## config.mk

```make
export PLATFORM = sky130hd
export DESIGN_NAME = emul_seq_mul
export DESIGN_NICKNAME = d
export VERILOG_FILES = /design/src/rtl/emul_pkg.sv /design/src/rtl/emul_operand_prep.sv /design/src/rtl/emul_shift_add.sv /design/src/rtl/emul_result_fmt.sv /design/src/rtl/emul_seq_mul.sv
export SDC_FILE = /design/constraint.sdc
export NUM_CORES = 1
export LEC_CHECK = 0
export BUFFER_PORTS_ARGS = -buffer_cell sky130_fd_sc_hd__buf_2
export CAP_MARGIN = 20
export CORE_ASPECT_RATIO = 1.2
export CORE_UTILIZATION = 40
export CTS_CLUSTER_SIZE = 14
export DETAILED_ROUTE_END_ITERATION = 6
export PLACE_DENSITY_LB_ADDON = 0.2
export SETUP_SLACK_MARGIN = 0.3
export SYNTH_ARGS = -nofsm -noshare
export SYNTH_HDL_FRONTEND = slang
export SYNTH_HIERARCHICAL = 1
export SYNTH_SLANG_ARGS = --single-unit
```

## constraint.sdc

```tcl
create_clock -name clk -period 7.7 [get_ports clk]
set_input_delay 2.31 -clock clk [delete_from_list [all_inputs] [get_ports clk]]
set_output_delay 2.31 -clock clk [all_outputs]
set_load 0.005 [all_outputs]
```

## src/rtl/emul_pkg.sv

```systemverilog
// Shared types for the early-out sequential multiplier.
// Assumes the operand width set is fixed at quarter, half and full DATA_W.
package emul_pkg;
    typedef enum logic [1:0] {
        W_BYTE     = 2'd0,
        W_HALF     = 2'd1,
        W_WORD     = 2'd2,
        W_WORD_ALT = 2'd3
    } opw_e;
endpackage

```

## src/rtl/emul_operand_prep.sv

```systemverilog
// Operand preparation: sign-extends both operands from the selected width,
// applies the 8-bit immediate option, and produces the unsigned magnitudes,
// the product sign and the target latency for the early-out rule.
// Assumes DATA_W is a multiple of 4 and at least 32; CNT_W holds DATA_W+6.
module emul_operand_prep
    import emul_pkg::*;
#(
    parameter int DATA_W = 32,
    parameter int CNT_W  = 8
) (
    input  logic [DATA_W-1:0] a_raw,
    input  logic [DATA_W-1:0] b_raw,
    input  opw_e              wid,
    input  logic              imm_sel,
    output logic [DATA_W-1:0] a_mag,
    output logic [DATA_W-1:0] b_mag,
    output logic              prod_neg,
    output logic [CNT_W-1:0]  lat
);
    localparam int QW       = DATA_W / 4;
    localparam int HW       = DATA_W / 2;
    localparam int MIN_SPAN = 3;
    localparam int FIXED    = 6;

    // Sign-extend a value from the selected operand width to DATA_W.
    function automatic logic [DATA_W-1:0] widen(input logic [DATA_W-1:0] v, input opw_e w);
        case (w)
            W_BYTE:  widen = {{(DATA_W-QW){v[QW-1]}}, v[QW-1:0]};
            W_HALF:  widen = {{(DATA_W-HW){v[HW-1]}}, v[HW-1:0]};
            default: widen = v;
        endcase
    endfunction

    // Absolute value as an unsigned number (most negative value maps to 2^(DATA_W-1)).
    function automatic logic [DATA_W-1:0] magnitude(input logic [DATA_W-1:0] v);
        magnitude = v[DATA_W-1] ? (~v + 1'b1) : v;
    endfunction

    logic [DATA_W-1:0] a_ext, b_src, b_ext, dec;
    logic [CNT_W-1:0]  span;

    // Operand extension and immediate selection.
    always_comb begin
        a_ext = widen(a_raw, wid);
        b_src = imm_sel ? {{(DATA_W-8){b_raw[7]}}, b_raw[7:0]} : b_raw;
        b_ext = widen(b_src, wid);
    end

    // Magnitudes and sign of the eventual product.
    always_comb begin
        a_mag    = magnitude(a_ext);
        b_mag    = magnitude(b_ext);
        prod_neg = a_ext[DATA_W-1] ^ b_ext[DATA_W-1];
    end

    // ceil(log2(|m|)) equals the bit length of |m|-1; zero multiplier gives zero.
    always_comb begin
        dec  = b_mag - 1'b1;
        span = '0;
        for (int i = 0; i < DATA_W; i++) begin
            if (dec[i]) span = CNT_W'(i + 1);
        end
        if (b_mag == '0) span = '0;
    end

    // Latency target: floor at the minimum span, plus the fixed overhead.
    always_comb begin
        lat = ((span < CNT_W'(MIN_SPAN)) ? CNT_W'(MIN_SPAN) : span) + CNT_W'(FIXED);
    end
endmodule

```

## src/rtl/emul_shift_add.sv

```systemverilog
// Unsigned shift-and-add engine: one multiplier bit per step, LSB first.
// Stops adding once the remaining multiplier bits are all zero, so the number
// of useful steps equals the bit length of the multiplier magnitude.
// Assumes the controller gives at least that many steps before reading acc.
module emul_shift_add #(
    parameter int DATA_W = 32
) (
    input  logic                  clk,
    input  logic                  rst_n,
    input  logic                  load,
    input  logic                  step,
    input  logic [DATA_W-1:0]     mcand,
    input  logic [DATA_W-1:0]     mplier,
    output logic [2*DATA_W-1:0]   acc
);
    localparam int PROD_W = 2 * DATA_W;

    logic [PROD_W-1:0] addend;
    logic [DATA_W-1:0] rest;

    // Load operands on accept, then add the shifted multiplicand per set bit.
    always_ff @(posedge clk) begin
        if (!rst_n) begin
            acc    <= '0;
            addend <= '0;
            rest   <= '0;
        end else if (load) begin
            acc    <= '0;
            addend <= {{DATA_W{1'b0}}, mcand};
            rest   <= mplier;
        end else if (step && (rest != '0)) begin
            if (rest[0]) acc <= acc + addend;
            addend <= addend << 1;
            rest   <= rest >> 1;
        end
    end
endmodule

```

## src/rtl/emul_result_fmt.sv

```systemverilog
// Result formatting: applies the product sign to the magnitude, builds the
// narrow (operand-width, sign-extended) view, selects the output by mode and
// raises the overflow indication when the narrow view loses information.
// Assumes mag_prod is the exact unsigned product of the operand magnitudes.
module emul_result_fmt
    import emul_pkg::*;
#(
    parameter int DATA_W = 32
) (
    input  logic [2*DATA_W-1:0] mag_prod,
    input  logic                neg,
    input  opw_e                wid,
    input  logic                dbl,
    output logic [2*DATA_W-1:0] res,
    output logic                ovf
);
    localparam int PROD_W = 2 * DATA_W;
    localparam int QW     = DATA_W / 4;
    localparam int HW     = DATA_W / 2;

    logic [PROD_W-1:0] full, narrow;

    // Signed full product.
    always_comb begin
        full = neg ? (~mag_prod + 1'b1) : mag_prod;
    end

    // Low operand-width bits of the product, sign-extended.
    always_comb begin
        case (wid)
            W_BYTE:  narrow = {{(PROD_W-QW){full[QW-1]}}, full[QW-1:0]};
            W_HALF:  narrow = {{(PROD_W-HW){full[HW-1]}}, full[HW-1:0]};
            default: narrow = {{(PROD_W-DATA_W){full[DATA_W-1]}}, full[DATA_W-1:0]};
        endcase
    end

    // Mode selection and fit test.
    always_comb begin
        res = dbl ? full : narrow;
        ovf = (full != narrow);
    end
endmodule

```

## src/rtl/emul_seq_mul.sv

```systemverilog
// Top level of the early-out sequential signed multiplier.
// Accepts an operation when idle, runs the shift-add engine while a cycle
// counter climbs to the data-dependent target, then registers the result and
// flags and pulses done. Assumes inputs are stable only in the start cycle.
module emul_seq_mul
    import emul_pkg::*;
#(
    parameter int DATA_W = 32
) (
    input  logic                  clk,
    input  logic                  rst_n,
    input  logic                  start,
    input  logic [DATA_W-1:0]     mcand_in,
    input  logic [DATA_W-1:0]     mplier_in,
    input  logic [1:0]            width_sel,
    input  logic                  wide_mode,
    input  logic                  imm8_mode,
    output logic                  busy,
    output logic                  done,
    output logic [2*DATA_W-1:0]   product,
    output logic                  cf,
    output logic                  of
);
    localparam int PROD_W = 2 * DATA_W;
    localparam int CNT_W  = $clog2(DATA_W + 8) + 1;

    logic [DATA_W-1:0] a_mag, b_mag;
    logic              neg_now;
    logic [CNT_W-1:0]  lat_now;
    logic [PROD_W-1:0] acc;
    logic [PROD_W-1:0] fmt_res;
    logic              fmt_ovf;

    logic [CNT_W-1:0]  tick, goal;
    opw_e              wid_q;
    logic              dbl_q, neg_q;
    logic              accept, finish;

    emul_operand_prep #(.DATA_W(DATA_W), .CNT_W(CNT_W)) u_prep (
        .a_raw    (mcand_in),
        .b_raw    (mplier_in),
        .wid      (opw_e'(width_sel)),
        .imm_sel  (imm8_mode),
        .a_mag    (a_mag),
        .b_mag    (b_mag),
        .prod_neg (neg_now),
        .lat      (lat_now)
    );

    emul_shift_add #(.DATA_W(DATA_W)) u_engine (
        .clk    (clk),
        .rst_n  (rst_n),
        .load   (accept),
        .step   (busy && !finish),
        .mcand  (a_mag),
        .mplier (b_mag),
        .acc    (acc)
    );

    emul_result_fmt #(.DATA_W(DATA_W)) u_fmt (
        .mag_prod (acc),
        .neg      (neg_q),
        .wid      (wid_q),
        .dbl      (dbl_q),
        .res      (fmt_res),
        .ovf      (fmt_ovf)
    );

    // Handshake decode: take start only when idle; end when the count hits the goal.
    always_comb begin
        accept = start && !busy;
        finish = busy && (tick == goal);
    end

    // Control, cycle padding and result registers.
    always_ff @(posedge clk) begin
        if (!rst_n) begin
            busy    <= 1'b0;
            done    <= 1'b0;
            tick    <= '0;
            goal    <= '0;
            wid_q   <= W_BYTE;
            dbl_q   <= 1'b0;
            neg_q   <= 1'b0;
            product <= '0;
            cf      <= 1'b0;
            of      <= 1'b0;
        end else begin
            done <= finish;
            if (accept) begin
                busy  <= 1'b1;
                tick  <= CNT_W'(1);
                goal  <= lat_now;
                wid_q <= opw_e'(width_sel);
                dbl_q <= wide_mode;
                neg_q <= neg_now;
            end else if (finish) begin
                busy    <= 1'b0;
                product <= fmt_res;
                cf      <= fmt_ovf;
                of      <= fmt_ovf;
            end else if (busy) begin
                tick <= tick + 1'b1;
            end
        end
    end
endmodule

```

======== After elaboration in Yosys (flattened, before gate mapping) ========
Index checks and enable logic that the tools add are counted.
cells by class
  add/sub/neg operators ................... 7
  magnitude comparators ................... 1
  equality and inequality tests ........... 5
  multiplexer cells ....................... 51
  bitwise gates (word level) .............. 7
  reduce and logical (&&, ||, !) cells .... 18
operator list
  operator                                                               count
  32-bit two-way mux                                                     7
  64-bit two-way mux                                                     2
  32-bit case mux with 2 select lines                                    2
  64-bit case mux with 2 select lines                                    1
  5-bit two-way mux                                                      16
  32-bit by 1-bit adder with 32-bit output (second input constant)       2
  64-bit by 1-bit adder with 64-bit output (second input constant)       1
  64-bit adder                                                           1
  64-bit inequality test                                                 1
  32-bit NOT                                                             2
  64-bit NOT                                                             1
  32-bit logical NOT                                                     1
  4-bit two-way mux                                                      8
  32-bit nonzero test                                                    1
  32-bit by 1-bit subtractor with 32-bit output (second input constant)  1
  6-bit two-way mux                                                      3
  3-bit two-way mux                                                      4
  2-bit AND reduction                                                    4
  7-bit by 1-bit adder with 7-bit output (second input constant)         1
  7-bit by 3-bit adder with 7-bit output (second input constant)         1
  7-bit equality test                                                    1
  6-bit by 2-bit < comparator with 1-bit output (second input constant)  1
  1-bit two-way mux                                                      6
  2-bit nonzero test                                                     3
  other kinds (9)                                                        18
word-level totals
  register bits after elaboration ......... 245

======== Depth between registers and ports, before layout ========
Gate-level depths: netlist (run 1).
  word-level depth ........................ 42
  gate-level depth with buffers ........... 23
  depth with buffers taken out ............ 21

======== Hierarchy ========
Netlist (run 1), hierarchy kept.
by module, submodules not included
  module             times used  cells each  area each (µm²)  sequential area each (µm²)
  emul_shift_add     1           1366        10072.2          3203.1
  emul_operand_prep  1           713         4677.0           0.0
  emul_seq_mul       1           393         3430.8           1701.6
  emul_result_fmt    1           443         2839.0           0.0

======== Least setup slack after synthesis (run 1) ========
No wires, ideal clock.
  kind .................................... input port to flip-flop
  from .................................... in imm8_mode
  to ...................................... reg goal[5]
  arrival ................................. 6.332 ns
  required time ........................... 7.568 ns
  setup slack ............................. 1.235 ns
  stages .................................. 21
  cells stage by stage .................... buf_2 -> o21ba_4 -> buf_6 -> mux2_4 -> or3_1 -> o21ai_2 -> mux2i_4 -> inv_2 -> nor4_4 -> nand4_1 -> o311a_1 -> o22ai_2 -> nor3_1 -> a22o_1 -> a2bb2oi_1 -> ha_1 -> inv_1 -> a21oi_1 -> a21oi_1 -> nand2_1 -> a21oi_1
between the ends
  elaborated cells on any way between the ends .. 43
  those cells by class .................... add/sub: 3; order compare: 1; mux: 37; bitwise: 1; reduce/logical: 1
RTL lines
  what                                           line                     text
  from (decl)                                    emul_seq_mul.sv:17       input logic imm8_mode,
  32-bit two-way mux *                           emul_operand_prep.sv:45  b_src = imm_sel ? {{(DATA_W-8){b_raw[7]}}, b_raw[7:0]} : b_raw;
  32-bit case mux with 2 select lines *          emul_operand_prep.sv:27  case (w)
  32-bit NOT                                     emul_operand_prep.sv:36  magnitude = v[DATA_W-1] ? (~v + 1'b1) : v;
  32-bit by 1-bit adder with 32-bit output       emul_operand_prep.sv:36
  32-bit two-way mux *                           emul_operand_prep.sv:36
  via b_mag[19]                                  emul_seq_mul.sv:27       logic [DATA_W-1:0] a_mag, b_mag;
  32-bit by 1-bit subtractor with 32-bit output  emul_operand_prep.sv:58  dec = b_mag - 1'b1;
  5-bit two-way mux (12 in series)               emul_operand_prep.sv:61  if (dec[i]) span = CNT_W'(i + 1);
  6-bit two-way mux                              emul_operand_prep.sv:61
  6-bit two-way mux *                            emul_operand_prep.sv:63  if (b_mag == '0) span = '0;
  6-bit by 2-bit < comparator with 1-bit output  emul_operand_prep.sv:68  lat = ((span < CNT_W'(MIN_SPAN)) ? CNT_W'(MIN_SPAN) : span) + CNT_W'(FIXED);
  6-bit two-way mux *                            emul_operand_prep.sv:68
  7-bit by 3-bit adder with 7-bit output *       emul_operand_prep.sv:68
  via lat_now[5]                                 emul_seq_mul.sv:29       logic [CNT_W-1:0] lat_now;
  to (signal assigned)                           emul_seq_mul.sv:93       goal <= lat_now;
  to (decl)                                      emul_seq_mul.sv:34       logic [CNT_W-1:0] tick, goal;
Mark *: on every way through the listed nets, which the timed path passes. The rest lies on a longest branch.
A chain may end at the register's enable or synchronous reset.

======== Worst setup path in the final report (run 1) ========
  from .................................... in mplier_in[0]
  to ...................................... reg goal[5]
between the ends
  word-level cells in the longest chain between the ends .. 42
  elaborated cells on any way between the ends .. 43
  those cells by class .................... add/sub: 3; order compare: 1; mux: 37; bitwise: 1; reduce/logical: 1
ends and longest elaborated chain
  what                                           line                     text
  from (decl)                                    emul_seq_mul.sv:14       input logic [DATA_W-1:0] mplier_in,
  32-bit two-way mux *                           emul_operand_prep.sv:45
  32-bit case mux with 2 select lines *          emul_operand_prep.sv:27
  32-bit NOT                                     emul_operand_prep.sv:36
  32-bit by 1-bit adder with 32-bit output       emul_operand_prep.sv:36
  32-bit two-way mux *                           emul_operand_prep.sv:36
  32-bit by 1-bit subtractor with 32-bit output  emul_operand_prep.sv:58
  1-bit two-way mux                              emul_operand_prep.sv:61
  2-bit two-way mux (2 in series)                emul_operand_prep.sv:61
  3-bit two-way mux (4 in series)                emul_operand_prep.sv:61
  4-bit two-way mux (8 in series)                emul_operand_prep.sv:61
  5-bit two-way mux (16 in series)               emul_operand_prep.sv:61
  6-bit two-way mux                              emul_operand_prep.sv:61
  6-bit two-way mux *                            emul_operand_prep.sv:63
  6-bit by 2-bit < comparator with 1-bit output  emul_operand_prep.sv:68
  6-bit two-way mux *                            emul_operand_prep.sv:68
  7-bit by 3-bit adder with 7-bit output *       emul_operand_prep.sv:68
  via lat_now[5]                                 emul_seq_mul.sv:29
Marked as above.

==> results of run 1 <==
-- cells in the mapped netlist (all sizes together) (14+ instances only) --
library cell / instances / area (sq um)
a21o: 52 / 390
a21oi: 378 / 1900
nand4: 50 / 319
nand3: 141 / 806
a31oi: 25 / 171
nor2: 160 / 611
or2: 21 / 134
or4: 21 / 161
nand2: 482 / 1810
o21bai: 22 / 191
o21a: 14 / 105
a221oi: 14 / 170
nor3: 74 / 407
ha: 70 / 876
buf: 69 / 445
o31ai: 32 / 245
o41ai: 16 / 174
dfxtp: 245 / 4900
and2: 27 / 169
inv: 57 / 214
nor2b: 80 / 500
xnor2: 97 / 876
mux2i: 18 / 196
xor2: 85 / 744
o21ai: 178 / 992
o211ai: 14 / 105
and3: 23 / 144
o22ai: 17 / 113
clkbuf: 140 / 527
nor4: 57 / 482
a211oi: 30 / 240
or3: 30 / 193
-- critical path, stage by stage --
cell	delay [ns]
buf_2	0.13
inv_1	0.13
ha_1	0.45
nor4b_1	0.35
buf_4	0.20
o211a_1	0.31
o2111ai_1	0.22
or2_1	0.28
a221oi_1	0.42
nand4b_1	0.33
nor3_1	0.30
xnor2_1	0.20
nand4_1	0.22
or2_4	0.32
o21bai_4	0.16
a2bb2oi_1	0.10
ha_1	0.18
inv_1	0.08
a21oi_1	0.07
a21oi_1	0.12
nand2_1	0.07
a21oi_1	0.13
-- metal layers --
layer	vias up	GRT usage, %	wire [microns]
li1	10600	-	-
met1	10100	29.0	28200
met2	662	46.0	34700
met3	177	2.59	2970
met4	0	11.8	3230
met5	-	0	0
-- registers in the layout, indices dropped and copies added, names as in the netlist --
| register | flops |
|---|---|
| busy | 1 |
| done | 1 |
| dbl_q | 1 |
| of | 1 |
| wid_q | 2 |
| product | 64 |
| u_engine/acc | 64 |
| tick | 7 |
| u_engine/rest | 32 |
| u_engine/addend | 64 |
| goal | 7 |
| neg_q | 1 |
-- power by group --
| group | internal [W] | total [W] | switching (W) |
|---|---|---|---|
| sequential | 0.00131 | 0.00135 | 0.0000403 |
| combinational | 0.000285 | 0.000867 | 0.000582 |
| clock | 0.000916 | 0.00151 | 0.000590 |
| total | 0.00251 | 0.00372 | 0.00121 |
-- cells by family (layout without fill, tap and decap cells) --
logic type,count (synthesis),after routing
mux,26,26
other cells,1,1
simple gates,1216,1216
xor+xnor,182,182
compound gates,908,908
flops,245,245
buf+inv,266,291
fa+ha+maj,71,71
-- through the flow --
step                      cell area [sq um]  cells
final                                 23000   3637
after global routing                  23000   3637
after CTS                             23000   3635
after detailed placement              21900   3580
after global placement                21900   3580
after floorplan                       21000   2915
-- worst min-delay path by stage --
stage          cells past startpoint                     start                       end  slack (ns)
6_report                           2  product[63]$_SDFFE_PN0P_  product[63]$_SDFFE_PN0P_        0.45
4_1_cts                            2  product[63]$_SDFFE_PN0P_  product[63]$_SDFFE_PN0P_        0.46
5_1_grt                            2  product[38]$_SDFFE_PN0P_  product[38]$_SDFFE_PN0P_        0.47
3_5_place_dp                       2  product[38]$_SDFFE_PN0P_  product[38]$_SDFFE_PN0P_        0.44
2_1_floorplan                      2        dbl_q$_SDFFE_PN0P_        dbl_q$_SDFFE_PN0P_        0.44
3_3_place_gp                       2  product[38]$_SDFFE_PN0P_  product[38]$_SDFFE_PN0P_        0.45
-- final cells by class --
class	count	area [sq um]
fill	5407	28700
multi-input combinational	2404	15000
sequential	245	4910
timing repair buffer	179	1020
tap	697	872
clock buffer	41	863
inverter	57	216
clock inverter	14	189
==> impl_metrics.yaml, run 1 <==
outcome:
  outcome: "finished, final reports clean"
critical_path:
  end_kind: "flop"
  required_ns: 8.21
  rr_startpoint: "u_engine/acc[8]$_SDFFE_PP0P_"
  cp_max_fo: 14
  critical_path_class: "in2reg"
  rrSetupSlack_ns: 3.20
  cp-start-kind: "input pin"
  startpoint: "mplier_in[0]"
  setup.worst_path.end: "goal[5]$_SDFFE_PN0P_"
  reg2reg_depth: 11
  cp.arrival_ns: 7.10
  r2r_end: "of$_SDFFE_PN0P_"
place:
  hpwl_microns: 52800
  pre_cts_ws_ns: 0.614
  routabilityCongestion: 0.979
  io_buffers: 138
pwr:
  leakage_nw: 9.02
  p_per_area_nw_per_um2: 162
  power_w: 0.00372
  irDropWorstVdd_mv: 0.116
grt:
  grt_first_pass_wirelength_microns: 109000
  grt_overflow: 0
  antenna_found_initial: 0
  grt.total_usage_pct: 25.1
  grt_pass1_vias: 20400
  grt_start_max_net_pins: 103
synth:
  syn-num-nets: 3057
  synth_top_flop_cell: "dfxtp_1"
  synthMuxAreaShare_pct: 1.40
  synth_compound_area_share_pct: 28.4
  synth_seq_cells: 245
  synth_area_sq_um: 21000
  synth_xor_area_share_pct: 7.71
  synth_edf_count: 0
  synthDistinctLibCells: 131
  netlist_instances: 2915
  yosysWarnings: 6
  synth-seq-area-share_pct: 23.3
  ys_async_sr_fraction_pct: 0
  synth_simple_gate_area_share_pct: 29.3
  synthAdderAreaFrac_pct: 4.26
  syn_area_per_cell_sq_um: 7.21
  synth_top_family_by_area: "simple AND/OR/NAND/NOR gates"
detailed_routing:
  wl_microns: 69100
  drt_pass1_iterations: 5
  first_iter_violations: 1511
  vias: 21500
  routedWlPerCell_microns: 19.0
  ant_nets: 0
  vias_per_cell: 5.92
  drc: 0
sta:
  clock_skew_ns: 0.0218
  setup_violations: 0
  period_share_pct: 85.6
  rsz0062_at_grt: "false"
  worstMarginPinSlew_ns: 1.13
  finalHoldViolCount: 0
  drv_slew: 0
  fmax_mhz: 152
  relSlewSlack_pct: 24.6
  period_needed_ns: 6.59
  timing.hold.ws_ns: 0.453
  final.setup.worst_slack_ns: 1.11
  tns_ns: 0
cells_and_area:
  area.growth.synth_to_final_pct: 9.55
  final_common_cell: "nand2_1"
  layout-drive-gt1-share_pct: 13.2
  n_antenna_cell: 0
  final_util_pct: 44.5
  final_net_count: 3059
  final_cell_mix: "nand2_1 (480), a21oi_1 (377), dfxtp_1 (244)"
die:
  coreArea_sq_um: 51700
  pin_count: 139
  rows: 91
  start_util_pct: 40.7
  die_w_microns: 211
  die_h_microns: 253
  die_area_sq_um: 53500
clock_tree:
  insertion_delay_ns: 0.59
  cts_tree: "done"
  cts_resized: 0
  numCtsBuffers: 30
  root_buffer: "clkbuf_16"
  cts_hold_buf: 0
  cts.clk_slew.worst_paths_ns: 0.06
  clock_path_buffers: 3
  cts_num_sinks: 245
  htree_levels: 1
  post_cts_buffers: 0
run:
  max_cap_violations: 0
min_path:
  hp-class: "reg2reg"
Power figures use the tool's default switching activity.
==> run 2: changes to the inputs <==
--- a/config.mk
+++ b/config.mk
@@ -9,6 +9,7 @@
 export CAP_MARGIN = 20
 export CORE_ASPECT_RATIO = 1.2
 export CORE_UTILIZATION = 40
+export CTS_BUF_LIST = sky130_fd_sc_hd__clkbuf_4 sky130_fd_sc_hd__clkbuf_8
 export CTS_CLUSTER_SIZE = 14
 export DETAILED_ROUTE_END_ITERATION = 6
 export PLACE_DENSITY_LB_ADDON = 0.2
==> run 2 against run 1 <==
Net effect:
- clock-buffer cell count increased by 23
- die area stayed put
- core utilization decreased by 0.17 points
==> impl_metrics.yaml, run 2 (synthesis results as in run 1) <==
clock_tree:
  cts_hold_buf: 0
  cts_resized: 0
  numCtsBuffers: 45
  htree_levels: 2
  cts_tree: "done"
  root_buffer: "clkbuf_8"
  cts.clk_slew.worst_paths_ns: 0.06
  clock_path_buffers: 3
  post_cts_buffers: 0
  insertion_delay_ns: 0.62
  cts_num_sinks: 245
detailed_routing:
  wl_microns: 69300
  vias: 21500
  vias_per_cell: 5.87
  met2_length_microns: 34700
  first_iter_violations: 1574
  met1Wirelength_microns: 28200
  drt_pass1_iterations: 6
  top_layer_used: "met4"
  route.met3.wl_microns: 3030
  routedWlPerCell_microns: 18.9
  ant_nets: 0
  drc: 0
grt:
  antenna_found_initial: 1
  grt_first_pass_wirelength_microns: 109000
  grt_pass1_vias: 20500
  grt_overflow: 0
  grt.total_usage_pct: 25.3
  grt_start_max_net_pins: 103
pwr:
  p_per_area_nw_per_um2: 156
  leakage_nw: 9.03
  irDropWorstVdd_mv: 0.149
sta:
  timing.hold.ws_ns: 0.452
  drv_slew: 0
  period_needed_ns: 6.57
  relSlewSlack_pct: 31.2
  setup_violations: 0
  period_share_pct: 85.3
  clock_skew_ns: 0.0239
  worstMarginPinSlew_ns: 1.03
  rsz0062_at_grt: "false"
  fmax_mhz: 152
  finalHoldViolCount: 0
  tns_ns: 0
critical_path:
  crit_chain: "buf_2 > inv_1 > ha_1 > nor4b_1 > buf_4 > o211a_1 > o2111ai_1 > or2_1 > a221oi_1 > nand4b_1 > nor3_1 > xnor2_1 > nand4_1 > or2_4 > o21bai_4 > a2bb2oi_1 > ha_1 > inv_1 > a21oi_1 > a21oi_1 > nand2_1 > a21oi_1"
  startpoint: "mplier_in[0]"
  rrSetupSlack_ns: 3.17
  path_common_cell: "a21oi_1"
  critical_path_class: "in2reg"
  required_ns: 8.24
  cp.arrival_ns: 7.11
  path_buf_inv: 4
  cp-start-kind: "input pin"
  cp_top_family: "simple AND/OR/NAND/NOR gates"
  cpPeakStageDelay_ns: 0.44
  cpMaxStageDelayCell: "ha_1"
  rr_startpoint: "u_engine/acc[8]$_SDFFE_PP0P_"
  cp_max_fo: 14
  end_kind: "flop"
outcome:
  outcome: "finished, final reports clean"
die:
  coreArea_sq_um: 51700
  rows: 91
  die_area_sq_um: 53500
  die_w_microns: 211
  pin_count: 139
  die_h_microns: 253
  start_util_pct: 40.7
run:
  max_cap_violations: 0
cells_and_area:
  num-fill-cells: 5426
  seqCellArea_sq_um: 4910
  final_cell_mix: "nand2_1 (480), a21oi_1 (377), dfxtp_1 (244)"
  layout-drive-gt1-share_pct: 14.0
  multiInputGateArea_sq_um: 15000
  final_net_count: 3075
  reg.largest.list: "product: 64 flops, u_engine/acc: 64 flops, u_engine/addend: 64 flops"
  area.growth.synth_to_final_pct: 9.13
  final_common_cell: "nand2_1"
min_path:
  min_from: "product[48]$_SDFFE_PN0P_"
  hp-class: "reg2reg"
place:
  hpwl_microns: 52800
  io_buffers: 138
  routabilityCongestion: 0.979
==> run 2: changes by cell type in the layout (fill, tap and decap cells not counted) <==
cell / previous run / this run
clkbuf_8: 5 / 51
clkbuf_16: 31 / 0
clkbuf_4: 0 / 13
clkbuf_1: 5 / 0
clkinvlp_4: 3 / 0
clkinv_4: 2 / 0
buf_4: 39 / 40
clkinv_2: 4 / 5
diode_2: 0 / 1
==> run 2: power breakdown <==
group,internal (W),switching [W]
sequential,0.00131,0.0000397
clock,0.000797,0.000572
combinational,0.000285,0.000582
total,0.00239,0.00119
==> run 2: metrics by stage <==
stage                     std cells  setup slack [ns]  total power, W  cell area, sq um  utilization [%]
after detailed placement       3580             0.614         0.00223             21900             42.5
final                          3658              1.13         0.00359             22900             44.4
after global placement         3580             0.725         0.00222             21900             42.5
after CTS                      3654              1.26         0.00362             22900             44.3
after global routing           3658             0.740         0.00377             22900             44.4
after floorplan                2915              1.24         0.00201             21000                -
==> run 2: cell type report <==
| cell class | count | area share [%] |
|---|---|---|
| clock inverter | 10 | 0.671 |
| multi-input combinational | 2404 | 65.2 |
| timing repair buffer | 180 | 4.46 |
| tap | 697 | 3.80 |
| inverter | 57 | 0.944 |
| antenna | 1 | 0.0109 |
| sequential | 245 | 21.4 |
| clock buffer | 64 | 3.49 |
==> run 2: worst paths after layout <==
check / end / depth (start not counted)
min reg2reg: product[48]$_SDFFE_PN0P_ / 2
max: goal[5]$_SDFFE_PN0P_ / 22
max reg2reg: of$_SDFFE_PN0P_ / 11
min: product[48]$_SDFFE_PN0P_ / 2
==> run 2: tightest hold or removal path, stage by stage, from the launching register on <==
cell and delay [ns]:
dfxtp_1 0.30, nand3_1 0.05, o21ai_1 0.05
==> run 2: routing by layer <==
| layer | vias up | GRT usage (%) |
|---|---|---|
| met5 | - | 0 |
| li1 | 10600 | - |
| met3 | 184 | 3.58 |
| met2 | 652 | 45.7 |
| met4 | 0 | 13.1 |
| met1 | 10000 | 28.8 |
==> run 3: changes to the inputs <==
--- a/config.mk
+++ b/config.mk
@@ -12,6 +12,7 @@
 export CTS_BUF_LIST = sky130_fd_sc_hd__clkbuf_4 sky130_fd_sc_hd__clkbuf_8
 export CTS_CLUSTER_SIZE = 14
 export DETAILED_ROUTE_END_ITERATION = 6
+export GPL_TIMING_DRIVEN = 0
 export PLACE_DENSITY_LB_ADDON = 0.2
 export SETUP_SLACK_MARGIN = 0.3
 export SYNTH_ARGS = -nofsm -noshare
==> run 3 against run 2 <==
Net effect:
- the flow now finishes with violations (design-rule violations)
- clock power about the same
- non-clock buffer count up 165
- clock-buffer cell count up 8
- routed wire length up 8.7%
- core utilization up 1.2 points
- worst setup slack worse by 0.30 ns
- hold slack better by 0.0015 ns
- final area up 2.7%
- maximum frequency down 4.3%
- sequential share of layout area down 0.57 points
- via count up 4.2%
- largest cell class unchanged
- largest power group unchanged
==> impl_metrics.yaml, run 3 (synthesis results as in run 1) <==
outcome:
  outcome: "finished with violations"
  failed_checks: "design-rule violations"
run:
  max_cap_violations: 0
clock_tree:
  clock_path_buffers: 3
  cts_hold_buf: 0
  cts_tree: "done"
  cts_num_sinks: 245
  root_buffer: "clkbuf_8"
  numCtsBuffers: 46
  cts_resized: 0
  post_cts_buffers: 0
  cts.clk_slew.worst_paths_ns: 0.06
  htree_levels: 2
  insertion_delay_ns: 0.65
sta:
  final.setup.worst_slack_ns: 0.835
  fmax_mhz: 146
  worstMarginPinSlew_ns: 1.04
  period_share_pct: 89.2
  relSlewSlack_pct: 30.6
  period_needed_ns: 6.87
  finalHoldViolCount: 0
  timing.hold.ws_ns: 0.453
  setup_violations: 0
  drv_slew: 0
  rsz0062_at_grt: "false"
  clock_skew_ns: 0.0441
place:
  io_buffers: 136
  hpwl_microns: 59600
  pre_cts_ws_ns: -0.00318
  routabilityCongestion: 0.955
min_path:
  hp-class: "reg2reg"
pwr:
  p_per_area_nw_per_um2: 155
  irDropWorstVdd_mv: 0.111
  leakage_nw: 9.25
  power_w: 0.00364
die:
  die_w_microns: 211
  pin_count: 139
  start_util_pct: 40.7
  die_h_microns: 253
  die_area_sq_um: 53500
  rows: 91
  coreArea_sq_um: 51700
detailed_routing:
  first_iter_violations: 1521
  vias: 22400
  routedWlPerCell_microns: 19.7
  vias_per_cell: 5.84
  drt_pass1_iterations: 7
  ant_nets: 0
  wl_microns: 75300
  drc: 1
grt:
  grt_start_max_net_pins: 14
  grt_first_pass_wirelength_microns: 116000
  grt_overflow: 0
  antenna_found_initial: 1
  grt_pass1_vias: 21400
  grt.total_usage_pct: 27.4
critical_path:
  critical_path_class: "in2reg"
  cp_max_fo: 10
  end_kind: "flop"
  cp.arrival_ns: 7.34
  rrSetupSlack_ns: 3.30
  cp-start-kind: "input pin"
  required_ns: 8.17
cells_and_area:
  final_cell_mix: "nand2_1 (481), a21oi_1 (377), dfxtp_1 (245)"
  reg.largest.list: "product: 64 flops, u_engine/acc: 64 flops, u_engine/addend: 64 flops"
  final_net_count: 3241
  final_common_cell: "nand2_1"
  layout-drive-gt1-share_pct: 13.2
  area.growth.synth_to_final_pct: 12.1
-- run 3: worst paths after layout --
kind	startpoint	end	cells past startpoint
setup / recovery	mplier_in[2]	goal[5]$_SDFFE_PN0P_	22
hold / removal	product[24]$_SDFFE_PN0P_	product[24]$_SDFFE_PN0P_	2
setup reg to reg	u_engine/acc[1]$_SDFFE_PP0P_	of$_SDFFE_PN0P_	13
hold reg to reg	product[24]$_SDFFE_PN0P_	product[24]$_SDFFE_PN0P_	2
-- run 3: area by class of cell --
class,instances,area [sq um]
inverters,57,214
fillers,5389,28100
multi-input cells,2404,14900
well taps,697,872
clock inverters,10,93.8
clock buffers,72,891
flip-flops and latches,245,4900
plain buffers,209,972
repair buffers,136,681
diodes,1,2.50
-- run 3: metal layers --
layer	global-route usage (%)	wire length, microns	up-vias	share of wire, %
met5	0	0	-	0
met4	13.8	3560	0	4.7
met3	3.16	3380	172	4.5
met2	50.3	38000	713	50
met1	31.1	30400	10500	40
li1	-	-	11000	-
-- run 3: critical path, cell delays in order --
cell       delay, ns
buf_2           0.11
buf_2           0.18
nor3_1          0.34
buf_2           0.31
o2111ai_2       0.21
or3_1           0.52
o21ai_2         0.23
mux2i_4         0.40
inv_2           0.14
nor4_4          0.60
nand4_1         0.26
o311a_1         0.39
o22ai_2         0.25
nor3_1          0.10
a22o_1          0.20
a2bb2oi_1       0.22
ha_1            0.18
inv_1           0.05
a21oi_1         0.12
a21oi_1         0.06
nand2_1         0.08
a21oi_1         0.08
-- run 3: power by group --
part	internal, W	switching (W)	total, W
registers	0.00131	0.0000413	0.00135
logic	0.000305	0.000622	0.000927
clock network	0.000773	0.000592	0.00136
total	0.00239	0.00126	0.00364
-- run 3: per-stage QoR --
stage | utilization, % | area, sq um | cells | setup TNS [ns]
6_report | 45.6 | 23600 | 3831 | 0
2_1_floorplan | - | 21000 | 2915 | 0
3_5_place_dp | 43.7 | 22600 | 3748 | -0.00318
4_1_cts | 45.6 | 23600 | 3830 | 0
5_1_grt | 45.6 | 23600 | 3831 | 0
3_3_place_gp | 43.7 | 22600 | 3748 | 0
